### config.mk
export PLATFORM = sky130hd
export DESIGN_NAME = rsz_coef_engine
export DESIGN_NICKNAME = d
export VERILOG_FILES = /design/src/rtl/rsz_pkg.sv /design/src/rtl/rsz_limit_chk.sv /design/src/rtl/rsz_halver.sv /design/src/rtl/rsz_div_restore.sv /design/src/rtl/rsz_coef_engine.sv
export SDC_FILE = /design/constraint.sdc
export NUM_CORES = 1
export LEC_CHECK = 0
export BUFFER_PORTS_ARGS = -buffer_cell sky130_fd_sc_hd__buf_4
export CAP_MARGIN = 25
export CORE_UTILIZATION = 60
export CTS_CLUSTER_DIAMETER = 30
export DETAILED_ROUTE_END_ITERATION = 10
export GPL_TIMING_DRIVEN = 0
export PLACE_DENSITY_LB_ADDON = 0.3
export SYNTH_ARGS = -nofsm -noshare
export SYNTH_HDL_FRONTEND = slang
export SYNTH_SLANG_ARGS = --single-unit
### constraint.sdc
create_clock -name clk -period 9.2 [get_ports clk]
set_clock_uncertainty 0.15 [all_clocks]
set_input_delay 1.84 -clock clk [delete_from_list [all_inputs] [get_ports clk]]
set_output_delay 1.84 -clock clk [all_outputs]
set_load 0.02 [all_outputs]
### src/rtl/rsz_pkg.sv
package rsz_pkg;

    typedef enum logic [2:0] {
        ST_IDLE,
        ST_V_CHECK,
        ST_V_DIV,
        ST_H_CHECK,
        ST_H_DIV,
        ST_FINISH,
        ST_REJECT
    } rsz_state_e;

endpackage

### src/rtl/rsz_limit_chk.sv
module rsz_limit_chk #(
    parameter int IN_W     = 13,
    parameter int OUT_W    = 11,
    parameter int MAX_IN   = 4096,
    parameter int MAX_OUT  = 1024,
    parameter int RATIO_SH = 3
) (
    input  logic [IN_W-1:0]  in_size,
    input  logic [OUT_W-1:0] out_size,
    output logic             bad
);
    localparam int CW = IN_W + OUT_W + RATIO_SH;

    logic [CW-1:0] in_x;
    logic [CW-1:0] out_x;
    logic          too_big_in;
    logic          too_big_out;
    logic          too_small;
    logic          too_steep;

    always_comb begin
        in_x        = CW'(in_size);
        out_x       = CW'(out_size);
        too_big_in  = in_x > CW'(MAX_IN);
        too_big_out = out_x > CW'(MAX_OUT);
        too_small   = (out_x < CW'(2)) || (in_x == '0);
        too_steep   = (out_x << RATIO_SH) < in_x;
        bad         = too_big_in || too_big_out || too_small || too_steep;
    end
endmodule

### src/rtl/rsz_halver.sv
module rsz_halver #(
    parameter int IN_W       = 13,
    parameter int OUT_W      = 11,
    parameter int HALF_MAX   = 2,
    parameter int HALF_LIMIT = 1024,
    localparam int DS_W      = $clog2(HALF_MAX + 1)
) (
    input  logic [IN_W-1:0]  in_size,
    input  logic [OUT_W-1:0] out_size,
    output logic [IN_W-1:0]  halved,
    output logic [DS_W-1:0]  code
);
    localparam int CW = IN_W + OUT_W + 1;

    logic [IN_W-1:0] sz [HALF_MAX+1];
    logic [HALF_MAX:0] go;
    logic [CW-1:0]   twice_out;

    assign sz[0]     = in_size;
    assign go[0]     = 1'b1;
    assign twice_out = CW'(out_size) << 1;

    for (genvar g = 0; g < HALF_MAX; g++) begin : g_stage
        logic shrink;
        assign shrink    = go[g] && ((CW'(sz[g]) > CW'(HALF_LIMIT)) ||
                                     (CW'(sz[g]) >= twice_out));
        assign go[g+1]   = shrink;
        assign sz[g+1]   = shrink ? (sz[g] >> 1) : sz[g];
    end

    assign halved = sz[HALF_MAX];

    always_comb begin
        code = '0;
        for (int i = 1; i <= HALF_MAX; i++) begin
            code = code + DS_W'(go[i]);
        end
    end
endmodule

### src/rtl/rsz_div_restore.sv
module rsz_div_restore #(
    parameter int NUM_W = 26,
    parameter int DEN_W = 11
) (
    input  logic             clk,
    input  logic             rst_n,
    input  logic             start,
    input  logic [NUM_W-1:0] num,
    input  logic [DEN_W-1:0] den,
    output logic             done,
    output logic [NUM_W-1:0] quo
);
    localparam int CNT_W = $clog2(NUM_W + 1);

    logic [NUM_W-1:0] num_q;
    logic [DEN_W-1:0] rem_q;
    logic [DEN_W-1:0] den_q;
    logic [CNT_W-1:0] cnt_q;
    logic             run_q;
    logic [DEN_W:0]   trial;
    logic             fits;

    always_comb begin
        trial = {rem_q, num_q[NUM_W-1]};
        fits  = trial >= {1'b0, den_q};
    end

    always_ff @(posedge clk) begin
        if (!rst_n) begin
            num_q <= '0;
            rem_q <= '0;
            den_q <= '0;
            cnt_q <= '0;
            run_q <= 1'b0;
            quo   <= '0;
            done  <= 1'b0;
        end else begin
            done <= 1'b0;
            if (start) begin
                num_q <= num;
                den_q <= den;
                rem_q <= '0;
                quo   <= '0;
                cnt_q <= CNT_W'(NUM_W);
                run_q <= 1'b1;
            end else if (run_q) begin
                num_q <= num_q << 1;
                if (fits) begin
                    rem_q <= DEN_W'(trial - {1'b0, den_q});
                    quo   <= {quo[NUM_W-2:0], 1'b1};
                end else begin
                    rem_q <= trial[DEN_W-1:0];
                    quo   <= {quo[NUM_W-2:0], 1'b0};
                end
                cnt_q <= cnt_q - 1'b1;
                if (cnt_q == CNT_W'(1)) begin
                    run_q <= 1'b0;
                    done  <= 1'b1;
                end
            end
        end
    end
endmodule

### src/rtl/rsz_coef_engine.sv
module rsz_coef_engine #(
    parameter int IN_W       = 13,
    parameter int OUT_W      = 11,
    parameter int MAX_IN     = 4096,
    parameter int MAX_OUT    = 1024,
    parameter int RATIO_SH   = 3,
    parameter int HALF_MAX   = 2,
    parameter int HALF_LIMIT = 1024,
    parameter int FRAC_W     = 13,
    parameter int COEF_W     = 14,
    localparam int DS_W      = $clog2(HALF_MAX + 1),
    localparam int FIELD_W   = DS_W + COEF_W,
    localparam int WORD_W    = 2 * FIELD_W
) (
    input  logic              clk,
    input  logic              rst_n,
    input  logic              start,
    input  logic [IN_W-1:0]   in_h,
    input  logic [OUT_W-1:0]  out_h,
    input  logic [IN_W-1:0]   in_w,
    input  logic [OUT_W-1:0]  out_w,
    output logic              busy,
    output logic              done,
    output logic              err,
    output logic [WORD_W-1:0] rsz_word
);
    import rsz_pkg::*;

    localparam int NUM_W = IN_W + FRAC_W;

    rsz_state_e state_q, state_n;

    logic [IN_W-1:0]    ih_q, iw_q;
    logic [OUT_W-1:0]   oh_q, ow_q;
    logic [FIELD_W-1:0] v_field_q;
    logic [WORD_W-1:0]  word_q;
    logic               err_q;

    logic               horiz;
    logic [IN_W-1:0]    cur_in;
    logic [OUT_W-1:0]   cur_out;
    logic               cur_bad;
    logic [IN_W-1:0]    cur_half;
    logic [DS_W-1:0]    cur_code;
    logic               div_start;
    logic               div_done;
    logic [NUM_W-1:0]   div_num;
    logic [OUT_W-1:0]   div_den;
    logic [NUM_W-1:0]   div_quo;
    logic [COEF_W-1:0]  coef;
    logic               in_check;

    // dimension select follows the state
    always_comb begin
        horiz   = (state_q == ST_H_CHECK) || (state_q == ST_H_DIV);
        cur_in  = horiz ? iw_q : ih_q;
        cur_out = horiz ? ow_q : oh_q;
    end

    rsz_limit_chk #(
        .IN_W(IN_W), .OUT_W(OUT_W), .MAX_IN(MAX_IN),
        .MAX_OUT(MAX_OUT), .RATIO_SH(RATIO_SH)
    ) limit_i (
        .in_size(cur_in), .out_size(cur_out), .bad(cur_bad)
    );

    rsz_halver #(
        .IN_W(IN_W), .OUT_W(OUT_W), .HALF_MAX(HALF_MAX),
        .HALF_LIMIT(HALF_LIMIT)
    ) halver_i (
        .in_size(cur_in), .out_size(cur_out),
        .halved(cur_half), .code(cur_code)
    );

    always_comb begin
        div_num = {cur_half - 1'b1, {FRAC_W{1'b0}}};
        div_den = cur_out - 1'b1;
    end

    rsz_div_restore #(.NUM_W(NUM_W), .DEN_W(OUT_W)) div_i (
        .clk(clk), .rst_n(rst_n), .start(div_start),
        .num(div_num), .den(div_den),
        .done(div_done), .quo(div_quo)
    );

    // overflow clamp on the quotient
    always_comb begin
        if (|div_quo[NUM_W-1:COEF_W]) coef = '1;
        else                          coef = div_quo[COEF_W-1:0];
    end

    // state register
    always_ff @(posedge clk) begin
        if (!rst_n) state_q <= ST_IDLE;
        else        state_q <= state_n;
    end

    // transitions
    always_comb begin
        state_n = state_q;
        unique case (state_q)
            ST_IDLE:    if (start)    state_n = ST_V_CHECK;
            ST_V_CHECK: state_n = cur_bad ? ST_REJECT : ST_V_DIV;
            ST_V_DIV:   if (div_done) state_n = ST_H_CHECK;
            ST_H_CHECK: state_n = cur_bad ? ST_REJECT : ST_H_DIV;
            ST_H_DIV:   if (div_done) state_n = ST_FINISH;
            ST_FINISH:  state_n = ST_IDLE;
            ST_REJECT:  state_n = ST_IDLE;
            default:    state_n = ST_IDLE;
        endcase
    end

    // outputs decoded from state
    always_comb begin
        in_check  = (state_q == ST_V_CHECK) || (state_q == ST_H_CHECK);
        busy      = state_q != ST_IDLE;
        done      = (state_q == ST_FINISH) || (state_q == ST_REJECT);
        div_start = in_check && !cur_bad;
        err       = err_q;
        rsz_word  = word_q;
    end

    // datapath registers
    always_ff @(posedge clk) begin
        if (!rst_n) begin
            ih_q      <= '0;
            oh_q      <= '0;
            iw_q      <= '0;
            ow_q      <= '0;
            v_field_q <= '0;
            word_q    <= '0;
            err_q     <= 1'b0;
        end else begin
            if (state_q == ST_IDLE && start) begin
                ih_q  <= in_h;
                oh_q  <= out_h;
                iw_q  <= in_w;
                ow_q  <= out_w;
                err_q <= 1'b0;
            end
            if (in_check && cur_bad) err_q <= 1'b1;
            if (state_q == ST_V_DIV && div_done)
                v_field_q <= {cur_code, coef};
            if (state_q == ST_H_DIV && div_done)
                word_q <= {v_field_q, cur_code, coef};
        end
    end
endmodule

### Word level (Yosys, flattened, before mapping)

Index checks and enable logic that the tools add are counted.
Widths: inputs -> output; s select.

| cells by class | value |
|---|---|
| bitwise gates (word level) | 2 |
| reductions and logical operators | 25 |
| add/sub/neg operators | 5 |
| equality and inequality tests | 10 |
| muxes and demuxes | 23 |
| order comparisons | 9 |

Operators with widths:

| cell | number |
|---|---|
| $mux 26 | 2 |
| $mux 13 | 3 |
| $ge 13x12->1 | 2 |
| $gt 13x11->1 const B | 2 |
| $mux 11 | 2 |
| $pmux 3 s5 | 1 |
| $lt 14x13->1 | 1 |
| $mux 14 | 1 |
| $gt 13x13->1 const B | 1 |
| $logic_not 13->1 | 1 |
| $sub 13x1->13 const B | 1 |
| $ge 12x11->1 | 1 |
| $mux 3 | 4 |
| $reduce_or 12->1 | 1 |
| $gt 11x11->1 const B | 1 |
| $lt 11x2->1 const B | 1 |
| $sub 11x1->11 const B | 1 |
| $sub 11x11->11 | 1 |
| $mux 5 | 2 |
| $eq 3x3->1 const B | 3 |
| $logic_or 1x1->1 | 9 |
| $mux 1 | 7 |
| $eq 3x2->1 const B | 2 |
| $logic_and 1x1->1 | 6 |
| other kinds (15) | 18 |

| word-level totals | value |
|---|---|
| logic and storage cells | 90 |
| register bits after elaboration | 168 |

### Longest topological paths before layout

| depth | value |
|---|---|
| depth in word-level cells | 12 |
| gate-level depth with buffers | 35 |
| depth with buffers taken out | 29 |

### Modules after synthesis

Synthesis repeated with hierarchy kept, for this count alone.

| second synthesis, totals | value |
|---|---|
| cells, all modules | 1172 |
| area, all modules | 9888.2 um^2 |

Modules (own cells, without submodules):

| module | cells each | instances | sequential area each (um^2) | area each (um^2) |
|---|---|---|---|---|
| rsz_coef_engine | 560 | 1 | 2001.9 | 4677.0 |
| rsz_div_restore | 431 | 1 | 1621.6 | 3908.7 |
| rsz_halver | 134 | 1 | 0.0 | 962.2 |
| rsz_limit_chk | 47 | 1 | 0.0 | 340.3 |

### Least setup slack after synthesis

No wires, ideal clock.

| path | value |
|---|---|
| path kind | register -> register |
| start point | register state_q[2] |
| end point | register div_i.num_q[23] |
| required time | 8.934 ns |
| library setup time | 0.116 ns |
| arrival time | 6.571 ns |
| setup slack | 2.362 ns |
| cell stages (with the launch flop) | 29 |
| cell sequence | dfxtp_1 -> and3b_1 -> clkbuf_1 -> nor2_1 -> buf_2 -> mux2i_1 -> inv_1 -> ha_1 -> nand4_1 -> o21bai_1 -> or4_4 -> o211ai_2 -> clkbuf_1 -> o21ai_0 -> ha_1 -> o21ai_0 -> a21oi_1 -> o41ai_1 -> and4_1 -> a21oi_1 -> o21ai_1 -> buf_2 -> o21ai_0 -> ha_1 -> nand2_1 -> nor4_4 -> nor2_1 -> or4_1 -> and4_1 |

| between the ends | value |
|---|---|
| word-level cells in the longest chain between the ends | 12 |
| elaborated cells on any way between the ends | 30 |
| classes of those cells | add/sub: 1; order compare: 8; eq/ne: 3; mux: 5; reduce/logical: 13 |

RTL lines:

| element | RTL line | source |
|---|---|---|
| start, declared | rsz_coef_engine.sv:31 | `rsz_state_e state_q, state_n;` |
| start signal, assigned | rsz_coef_engine.sv:95 | `else state_q <= state_n;` |
| $eq 3x2->1 or $eq 3x3->1 (tied branches) | rsz_coef_engine.sv:55, rsz_coef_engine.sv:115 |  |
| $logic_or 1x1->1 | rsz_coef_engine.sv:55 | `horiz = (state_q == ST_H_CHECK) \|\| (state_q == ST_H_DIV);` |
| $mux 13 or $mux 11 (tied branches) | rsz_coef_engine.sv:56, rsz_coef_engine.sv:57 |  |
| $gt 13x11->1 or $ge 13x12->1 (tied branches) | rsz_halver.sv:25, rsz_halver.sv:26 |  |
| $logic_or 1x1->1 | rsz_halver.sv:25 | `assign shrink = go[g] && ((CW'(sz[g]) > CW'(HALF_LIMIT)) \|\|` |
| $mux 13 | rsz_halver.sv:28 | `assign sz[g+1] = shrink ? (sz[g] >> 1) : sz[g];` |
| $gt 13x11->1 or $ge 13x12->1 (tied branches) | rsz_halver.sv:25, rsz_halver.sv:26 |  |
| $logic_or 1x1->1 | rsz_halver.sv:25 |  |
| $logic_and 1x1->1 | rsz_halver.sv:25 |  |
| $mux 13 | rsz_halver.sv:28 |  |
| $sub 13x1->13 | rsz_coef_engine.sv:76 | `div_num = {cur_half - 1'b1, {FRAC_W{1'b0}}};` |
| $mux 26 | rsz_div_restore.sv:39 | `if (start) begin` |
| end signal, assigned | rsz_div_restore.sv:40 | `num_q <= num;` |
| end signal, assigned | rsz_div_restore.sv:47 | `num_q <= num_q << 1;` |
| end, declared | rsz_div_restore.sv:15 | `logic [NUM_W-1:0] num_q;` |

Parallel ways exist; a longest one is shown, timed or not.
A chain may end at the register's enable or synchronous reset.

### Final worst setup path

Ends and elaborated chain as after synthesis.

==> results.cfg <==
[sta]
worst_slew_pin_slew_ps = 1020
period_minus_slack_ps = 8440
post-route-period-util_pct = 91.7
maxSlewViolCount = 0
max-slew-margin-rel_pct = 29.9
setup_viol = 0
setup_slack_ps = 760
clock.fmax_ghz = 0.118
final.setup.tns_ps = 0
rsz0062_at_grt = no
hold_viol_final = 0

[synth]
yosysTopAreaCell = dfxtp_1
netlist_area_um2 = 9260
synth_area_leaders = dfxtp_1 36%, nand2_1 8.1%, mux2i_1 6.6%, a21boi_0 6.1%, ha_1 5.9%
ys.flop_type = dfxtp_1
synth_area_per_cell_um2 = 8.22
synth.distinct_cells = 74
synthArstFlopShare_pct = 0
synth_edf_count = 0
synth_warnings = 0
synth_nets = 1223
yosysTopAreaCellShare_pct = 36.3
ys_ff_latch = 168
yosysSeqAreaShare_pct = 36.3
synthCells = 1127

[pwr]
p_leak_nw = 4.54
p_per_area_nw_per_um2 = 264
irDropWorstVdd_mv = 0.166

[worst_setup_path]
worst-path-max-fanout = 10
worstPathArrival_ps = 8610
reg2reg_from = state_q[2]
rrSetupSlack_ps = 760
cp_slowest_cell = or4_4
critPathLaunchType = flop
required_ps = 9370
slowest_delay_ps = 570
endpoint_kind = flop
path_class = flop to flop
r2r_cells = 29
r2r_end = div_i.num_q[23]

[final_layout]
drive_above_1_share_pct = 12.9
fin_util_pct = 70.8
antenna_cells = 0
syn_to_final_growth_pct = 15.7
fin_nets = 1327

[drt]
firstDrtPassIters = 5
via_count = 8398
wire_per_inst_um = 17.0
wirelength_um = 24400
drc = 0
antenna_left = 0
drt_iter0_drc = 632
viasPerCell = 5.86

[hold_path]
worstHoldEndpoint = ih_q[8]
min-delay-start = ih_q[8]
whs_path_depth = 2
hp-class = flop to flop

[placement]
io_buffers = 84
pre_cts_slack_ps = 723
hpwl_um = 18300
gp_congestion = 0.967

[floorplan]
io_pins = 86
initial_core_util_pct = 61.2
fp.dieW_um = 126
die_y_um = 126
rows = 45
core_um2 = 15100
dieArea_um2 = 15900

[cts]
holdBufCountCts = 0
clockBufferDepth = 2
insertion_delay_ps = 440
cts_tree = yes
cts.clk_slew.worst_paths_ps = 60
post_cts_buffers = 0
cts-root-buf = clkbuf_16
clkSinkCount = 168
cts-buffers-inserted = 17
htreeDepth = 4

[global_routing]
grt_pass1_wl_um = 40000
antenna_found_initial = 0
grt_max_degree = 19
grt_overflow = 0
grt_pass1_vias = 8072
track_usage_pct = 31.4

[run]
maxCapViolCount = 0

[run_status]
status = finished clean
==> metrics by stage <==
stage | total power, mW | cells | area (um2) | hold slack (ps)
global placement | 2.08 | 1399 | 10100 | 296
detailed placement | 2.10 | 1399 | 10100 | 304
finish | 2.83 | 1432 | 10700 | 309
global route | 2.99 | 1432 | 10700 | 338
CTS | 2.79 | 1431 | 10700 | 313
floorplan | 1.81 | 1127 | 9260 | 289
==> synth_stat cells (all sizes together), types with 4 or more instances <==
library cell,number
a211oi,26
a21boi,75
a21o,11
a21oi,42
a31oi,6
and2,9
and3,7
buf,13
clkbuf,58
dfxtp,168
ha,44
inv,49
mux2,6
mux2i,62
nand2,201
nand2b,9
nand3,20
nand4,8
nor2,115
nor2b,12
nor3,25
nor4,10
o211a,21
o21ai,31
o22ai,6
o31a,5
o31ai,4
o41ai,4
or2,7
or3,8
or4,4
xnor2,19
xor2,5
==> critical path, delay by kind of cell, from the launching register on <==
| family | cells | cell delay, ps |
|---|---|---|
| and+or+nand+nor | 13 | 3390 |
| adders and majority gates | 3 | 850 |
| muxes | 2 | 740 |
| DFF | 1 | 370 |
| AOI/OAI and AO/OA | 7 | 1560 |
| buffers and inverters | 4 | 1260 |
==> sequential cells by signal, indices dropped and copies added, names as in the netlist, 11 cells and up <==
register and cells:
v_field_q 16, div_i.num_q 13, iw_q 13, ow_q 11
div_i.den_q 11, oh_q 11, div_i.rem_q 11, div_i.quo 26
ih_q 13, rsz_word 32
==> cell type report <==
cell class	instances	area, um2
inverter	50	188
sequential	168	3360
tap	188	235
clock inverter	15	156
multi-input combinational	838	5410
clock buffer	17	425
timing repair buffer	85	636
fill	1207	4430
buffer	71	310
==> routing by layer <==
| metal | vias to the layer above | part of all wire [%] | global-route usage [%] |
|---|---|---|---|
| li1 | 4139 | - | - |
| met1 | 3883 | 45 | 40.5 |
| met2 | 320 | 46 | 52.5 |
| met3 | 56 | 6.2 | 4.97 |
| met4 | 0 | 2.9 | 12.8 |
| met5 | - | 0 | 0 |
==> layout by cell type (no fill, tap or decap), types with 4 or more instances in the layout <==
cell type	instances
a211oi_1	26
nand3_1	20
mux2i_1	60
inv_1	49
o22ai_1	5
or2_2	7
o31ai_1	4
a21o_1	11
buf_6	4
a31oi_1	6
buf_2	8
nor4_1	7
ha_1	44
a21oi_1	40
xor2_1	5
nand4_1	8
o31a_1	5
and3_1	7
inv_6	4
nand2_1	201
o21ai_0	30
nand2b_1	9
and2_1	9
nor2_1	115
clkbuf_1	58
nor2b_1	12
or3_1	8
mux2_2	5
a21boi_0	75
dfxtp_1	168
buf_4	85
o211a_1	20
nor3_1	25
clkbuf_16	17
xnor2_1	19
==> what timing repair did <==
action                                  4_1_cts  5_1_grt
resized for setup                             0        1
hold endpoints to repair                      0        0
endpoints found under the setup margin        0        1
==> power by group <==
group          switching, mW  total (mW)  internal, mW
Clock                  0.334       0.696         0.362
Combinational          0.793        1.32         0.527
Sequential            0.0357       0.809         0.773
==> how the worst max path moves through the flow <==
stage          cells after the start               to       start  slack, ps
2_1_floorplan                     28  div_i.num_q[23]  state_q[2]       2360
3_3_place_gp                      30  div_i.num_q[23]  state_q[2]        730
3_5_place_dp                      30  div_i.num_q[23]  state_q[2]        720
4_1_cts                           30  div_i.num_q[23]  state_q[2]        680
5_1_grt                           30  div_i.num_q[23]  state_q[2]        200
6_report                          29  div_i.num_q[23]  state_q[2]        760
==> cell families after synthesis <==
group | share of synthesized area (%)
and+or+nand+nor | 21.6
muxes | 7.56
AOI/OAI and AO/OA | 20.7
xor gates and xnor gates | 2.27
adders and majority gates | 6.16
buffers and inverters | 5.38
DFF | 36.3
Note: power is estimated with default switching activity, not from simulation.
